$ cat src/rtl/word_pair_writer.sv
module word_pair_writer #(
  parameter int PTR_W = 21
) (
  input  logic             clk,
  input  logic             rst_n,
  input  logic             req_i,
  input  logic [PTR_W-1:0] ptr_i,
  input  logic [7:0]       data_i,
  output logic             busy_o,
  output logic             done_o,
  output logic [15:0]      mux_bus_o,
  output logic             bus_oe_o,
  output logic [PTR_W-18:0] addr_top_o,
  output logic             addr_latch_o,
  output logic             hi_wr_n_o,
  output logic             lo_wr_n_o,
  output logic             upper_sel_n_o,
  output logic             lower_sel_n_o,
  output logic             byte_lsb_o
);
  localparam int WA_W = PTR_W - 1;

  typedef enum logic [2:0] {S_IDLE, S_ALE, S_ADR, S_DAT, S_HLD} phase_t;

  phase_t           ph;
  logic [PTR_W-1:0] ptr_q;
  logic [7:0]       byte_q;
  logic [7:0]       hold_q;

  always_ff @(posedge clk or negedge rst_n) begin
    if (!rst_n) begin
      ph     <= S_IDLE;
      ptr_q  <= '0;
      byte_q <= '0;
      hold_q <= '0;
    end else begin
      case (ph)
        S_IDLE: if (req_i) begin
          ptr_q  <= ptr_i;
          byte_q <= data_i;
          if (!ptr_i[0]) hold_q <= data_i;
          ph <= S_ALE;
        end
        S_ALE:   ph <= S_ADR;
        S_ADR:   ph <= S_DAT;
        S_DAT:   ph <= S_HLD;
        default: ph <= S_IDLE;
      endcase
    end
  end

  wire [WA_W-1:0] waddr   = ptr_q[PTR_W-1:1];
  wire            odd     = ptr_q[0];
  wire            addr_ph = (ph == S_ALE) || (ph == S_ADR);
  wire            data_ph = (ph == S_DAT) || (ph == S_HLD);
  wire            wr_word = data_ph && odd;

  assign busy_o        = (ph != S_IDLE);
  assign done_o        = (ph == S_HLD);
  assign addr_latch_o  = (ph == S_ALE);
  assign bus_oe_o      = addr_ph || wr_word;
  assign mux_bus_o     = addr_ph ? waddr[15:0] : (wr_word ? {byte_q, hold_q} : 16'h0000);
  assign addr_top_o    = busy_o ? waddr[WA_W-1:16] : '0;
  assign byte_lsb_o    = busy_o && odd;
  assign hi_wr_n_o     = !((ph == S_DAT) && odd);
  assign lo_wr_n_o     = 1'b1;
  assign upper_sel_n_o = !wr_word;
  assign lower_sel_n_o = !wr_word;

  AST_STROBE_ODD_ONLY: assert property (@(posedge clk) disable iff (!rst_n)
    !hi_wr_n_o |-> bus_oe_o && !upper_sel_n_o && !lower_sel_n_o && byte_lsb_o);
  AST_LATCH_ONE_CLK: assert property (@(posedge clk) disable iff (!rst_n)
    addr_latch_o |=> !addr_latch_o && busy_o && $stable(mux_bus_o));
  AST_DONE_ENDS: assert property (@(posedge clk) disable iff (!rst_n)
    done_o |=> !done_o && !busy_o);
  AST_DATA_HELD: assert property (@(posedge clk) disable iff (!rst_n)
    !hi_wr_n_o |=> hi_wr_n_o && $stable(mux_bus_o) && done_o);
  AST_TOP_STABLE: assert property (@(posedge clk) disable iff (!rst_n)
    busy_o && !done_o |=> $stable(addr_top_o) && $stable(byte_lsb_o));
  AST_BUSY_IGNORES: assert property (@(posedge clk) disable iff (!rst_n)
    busy_o && !done_o && req_i |=> busy_o && !addr_latch_o);
endmodule

$ cat config.mk
export PLATFORM = sky130hd
export DESIGN_NAME = word_pair_writer
export DESIGN_NICKNAME = d
export VERILOG_FILES = /design/src/rtl/word_pair_writer.sv
export SDC_FILE = /design/constraint.sdc
export NUM_CORES = 1
export LEC_CHECK = 0
export ABC_AREA = 1
export ABC_CLOCK_PERIOD_IN_PS = 1600
export BUFFER_PORTS_ARGS = -buffer_cell sky130_fd_sc_hd__buf_2
export CAP_MARGIN = 10
export CELL_PAD_IN_SITES_DETAIL_PLACEMENT = 1
export CELL_PAD_IN_SITES_GLOBAL_PLACEMENT = 1
export CORE_AREA = 2 2 70 122
export CTS_BUF_LIST = sky130_fd_sc_hd__clkbuf_4 sky130_fd_sc_hd__clkbuf_8 sky130_fd_sc_hd__clkbuf_16
export CTS_CLUSTER_SIZE = 10
export DETAILED_ROUTE_END_ITERATION = 10
export DIE_AREA = 0 0 72 124
export GPL_ROUTABILITY_DRIVEN = 1
export HOLD_SLACK_MARGIN = 0.15
export PLACE_DENSITY = 0.64
export REMOVE_ABC_BUFFERS = 1
export SYNTH_ARGS = -nofsm -noshare
export SYNTH_HDL_FRONTEND = slang
export SYNTH_SLANG_ARGS = --single-unit
$ cat constraint.sdc
create_clock -name clk -period 1.6 [get_ports clk]
set_input_delay 0 -clock clk [delete_from_list [all_inputs] [get_ports clk]]
set_output_delay 0 -clock clk [all_outputs]
set_load 0.1 [all_outputs]
After elaboration in Yosys (flattened, before gate mapping)
Cells that the tools add are included.
- bitwise operators: 1
- eq/ne operators: 5
- muxes and demuxes: 5
- reduce and logical (&&, ||, !) cells: 12
- operators with widths (kind ; number):
    $mux 16 ; 2
    $pmux 3 s4 ; 1
    $eq 3x2->1 const B ; 2
    $mux 4 ; 1
    $eq 3x1->1 const B ; 1
    $eq 3x3->1 const B ; 1
    $logic_and 1x1->1 ; 3
    $logic_not 3->1 ; 1
    $logic_or 1x1->1 ; 3
    $mux 3 ; 1
    $reduce_and 3->1 ; 1
    $reduce_bool 3->1 ; 1
    $logic_not 1->1 ; 2
    $ne 2x2->1 const B ; 1
    $reduce_and 2->1 ; 1
    $not 1->1 ; 1
- register bits after elaboration: 40

Depth between registers and ports, before layout
- depth in word-level cells: 5
- depth in mapped cells: 8
- gate-level depth less buffers: 6

Least setup slack after synthesis
Ideal clock, no wire load.
- path kind: register -> output
- start: register ph[1]
- end: output port bus_oe_o
- path buffers: 0
- cell stages (with the launch flop): 4
- path slack: -1.022 ns
- required time: 1.600 ns
- arrival time: 2.622 ns
- path through: dfrtp_1 > o21ai_2 > nand3_1 > nand3_1
- word-level cells in the longest chain between the ends: 4
- ends and longest elaborated chain (item ; line ; RTL):
    from (decl) ; 25 ; phase_t ph;
    from (signal assigned) ; 32 ; ph <= S_IDLE;
    from (signal assigned) ; 42 ; ph <= S_ALE;
    from (signal assigned) ; 44 ; S_ALE: ph <= S_ADR;
    $eq 3x2->1 or $eq 3x3->1 (tied branches) ; 55 ; wire data_ph = (ph == S_DAT) || (ph == S_HLD);
    $logic_or 1x1->1 ; 55 ;
    $logic_and 1x1->1 ; 56 ; wire wr_word = data_ph && odd;
    $logic_or 1x1->1 (*) ; 61 ; assign bus_oe_o = addr_ph || wr_word;
    to (decl) ; 12 ; output logic bus_oe_o,
Mark *: on every way between the ends. The rest lies on a longest branch, timed or not.

Worst setup path after layout
- start: register ph[2]
- end: output port mux_bus_o[11]
- word-level cells in the longest chain between the ends: 5
- ends and longest elaborated chain (item ; line ; RTL):
    $eq 3x2->1 or $eq 3x3->1 (tied branches) ; 55 ;
    $logic_or 1x1->1 ; 55 ;
    $logic_and 1x1->1 ; 56 ;
    $mux 16 ; 62 ; assign mux_bus_o = addr_ph ? waddr[15:0] : (wr_word ? {byte_q, hold_q} : 16'h0000);
    $mux 16 (*) ; 62 ;
    to (decl) ; 11 ; output logic [15:0] mux_bus_o,
Marks and branches as above.

==> key figures <==
Status
  • Status: finished clean

Critical path
  • CP peak stage delay: between 400 and 500 ps
  • Crit-path max FO: 8
  • CP Class: flip-flop to output pin
  • RR Startpoint: ph[2]$_DFFE_PN0P_
  • FF-to-FF setup slack: between 100 and 150 ps
  • CP startpoint kind: flip-flop
  • Crit path DAT: 1570 ps
  • Critical path cell sequence: nor2_4 > nand2_4 > nand2_8 > nand2_1 > nand2_2 > buf_12
  • Family with the most delay on the worst path: simple AND/OR/NAND/NOR gates
  • CP endpoint kind: output pin
  • R2R depth: 7
  • FF-to-FF End: ptr_q[14]$_DFFE_PN0P_
  • Worst path slowest cell: dfrtp_2
  • Req. time, crit path: 1600 ps
  • Buf/Inv on CP: 1

GRT
  • Initial antenna violation count: 0
  • Global route total overflow: 0
  • Vias in the first global route: between 2000 and 2500
  • Pin count of the biggest net entering global routing: 31
  • First-pass GRT wire length: a little over 10000 µm
  • GRT Overall Usage: 15.07%

Placement
  • DP HPWL: around 4200 µm
  • Port Buffers: between 50 and 60
  • Cell count after placement: between 300 and 400
  • Final Wtd Congestion: roughly 0.78

Routing
  • DRC violation count after routing: 0
  • Vias per cell: roughly 4.6
  • Met2 Wirelength: about 3600 µm
  • Routed Antenna Nets: 0
  • Drt wl/cell: ~15 µm
  • DRT iter0 DRCs: a little over 60
  • Uppermost layer routed: met4
  • Pre-Repair DR Iteration Count: 4
  • Routed wl met3: 171 µm
  • Metal-1 WL: about 2600 µm
  • Drt total wl: 6572 µm
  • Via count: 2009

STA
  • Final Max Tran Viols: 0
  • Final hold violations: 0
  • Count of final setup violators: 0
  • Tcrit/Tclk final: between 90% and 100%
  • Relative slew slack: a little over half
  • Clock skew: around 5.2 ps
  • RSZ-0062 raised after global routing: true
  • Highest Clock Rate: approximately 0.64 GHz
  • Final min period: between 1500 and 2000 ps
  • Slew @ Worst Pin: between 700 and 800 ps

Cells and area
  • Area Growth Syn to Fin: 72.69%
  • Nets: roughly 380
  • Layout cells sized above 1: 37.89%
  • Fin cells: 441
  • Inserted Diodes: 0
  • Number of fill cells: roughly 910
  • Util after Layout: 42.62%

Logic synthesis
  • Register area share after synthesis: 51.28%
  • Synth Cell Area: roughly 0.0020 mm²
  • Mapped Cells: around 250
  • Synth Warn #: 0
  • Synthesized flop and latch total: 40
  • Post-synth top area share: between 50% and 60%
  • Yosys top cell by area: dfrtp_1
  • Netlist cell types: 21
  • Top cells by area, synth: dfrtp_1, nand2_1, nand4_1, nand2_2, nand3_1
  • Syn Area/Cell: 7.870 µm²

Clock tree
  • Root buffer cell: clkbuf_16
  • CTS tree: yes
  • Clock sink count: 40
  • Clock transition at the registers of the reported paths: around 60 ps
  • CTS Buf Count: 5
  • Skew-Pair Late Insertion Delay: 280 ps
  • CTS Buffer Depth: 2
  • CTS H-tree depth: 2

Worst hold path
  • Worst min path class: input port to asynchronous set/reset pin

Floorplanning
  • Rows: between 40 and 50
  • Core area: around 0.008 mm²
  • IO Pins: 61
  • Full die area: between 0.008 and 0.009 mm²
  • Die Span X: 72 µm
  • Die Y-Extent: ~120 µm
  • Starting Density: 24.68%

Run
  • Max-Cap Viols: 0
## state kept, by name, indices dropped and copies added (netlist names)
register / flops
ph: 3
hold_q: 8
byte_q: 8
ptr_q: 21
## how the worst max path moves through the flow
stage                                  from             to  slack (ps)  cells past startpoint
after floorplan           ph[1]$_DFFE_PN0P_       bus_oe_o       -2340                      3
after global placement    ph[2]$_DFFE_PN0P_  mux_bus_o[12]         200                      6
after detailed placement  ph[2]$_DFFE_PN0P_  mux_bus_o[10]          90                      6
after CTS                 ph[1]$_DFFE_PN0P_   mux_bus_o[7]           6                      5
after global routing      ph[2]$_DFFE_PN0P_   mux_bus_o[3]         -40                      6
final                     ph[2]$_DFFE_PN0P_  mux_bus_o[11]          30                      6
## Yosys cell counts
cell and instances:
conb_1 1, nand4_1 16, inv_1 9, nor2_1 6
buf_2 4, inv_4 1, o21ai_2 1, nor3_1 1
nand2_2 13, clkbuf_1 2, dfrtp_1 40, nand2_4 1
nand3_1 11, buf_8 1, o21ai_0 1, buf_4 4
nand2_1 129, nor2_2 2, nor2_4 1, buf_6 3
inv_2 1
## per-layer routing
layer	GRT usage, %	vias up
met5	0	-
met4	6.368	0
met3	2.670	10
met2	28.94	39
met1	15.67	984
li1	-	976
## per-stage QoR
step / setup TNS [ps] / hold slack, ps / worst slack, ps / instance area, µm²
floorplan: -10430 / -295.6 / -2344 / 1846
global placement: 0 / 99.96 / 198.3 / 2701
detailed placement: 0 / 93.80 / 94.30 / 2701
CTS: 0 / 346.3 / 5.997 / 3229
global route: -574.9 / 394.5 / -43.89 / 3371
finish: 0 / 312.7 / 26.64 / 3371
## what timing repair did
action                                 4_1_cts  5_1_grt
buffers inserted                             0        4
pin swaps                                    1       12
resized for setup                           13       32
endpoints found under the hold margin       66        0
hold buffers                                31        0
setup endpoints to repair                   20       24
gates cloned                                 2        3
## placed cells by master, fill, tap and decap left out, drive strengths merged, types with 2 or more instances in the layout
cell type    instances
nand2              147
buf                 72
dfrtp               40
dlygate4sd3         31
nand4               16
nand3               11
inv                 11
clkbuf              10
nor2                 9
o21ai                2
## cell type report
class                      instances  area [µm²]  share of cell area, %
inverter                          11       46.29                  1.373
timing repair buffer             105        1112                  33.00
tap                               90       112.6                  3.341
clock buffer                       8       153.9                  4.566
sequential                        40        1006                  29.84
multi-input combinational        187       939.7                  27.88
## logic make-up after synthesis
| family | synth area share, % |
|---|---|
| simple gates | 40.13 |
| flops | 51.28 |
| buf+inv | 7.692 |
| compound gates | 0.7050 |
| other cells | 0.1921 |
Power is not shown: default switching activity piles up to over one toggle a cycle in this logic, so the estimate is an artifact.
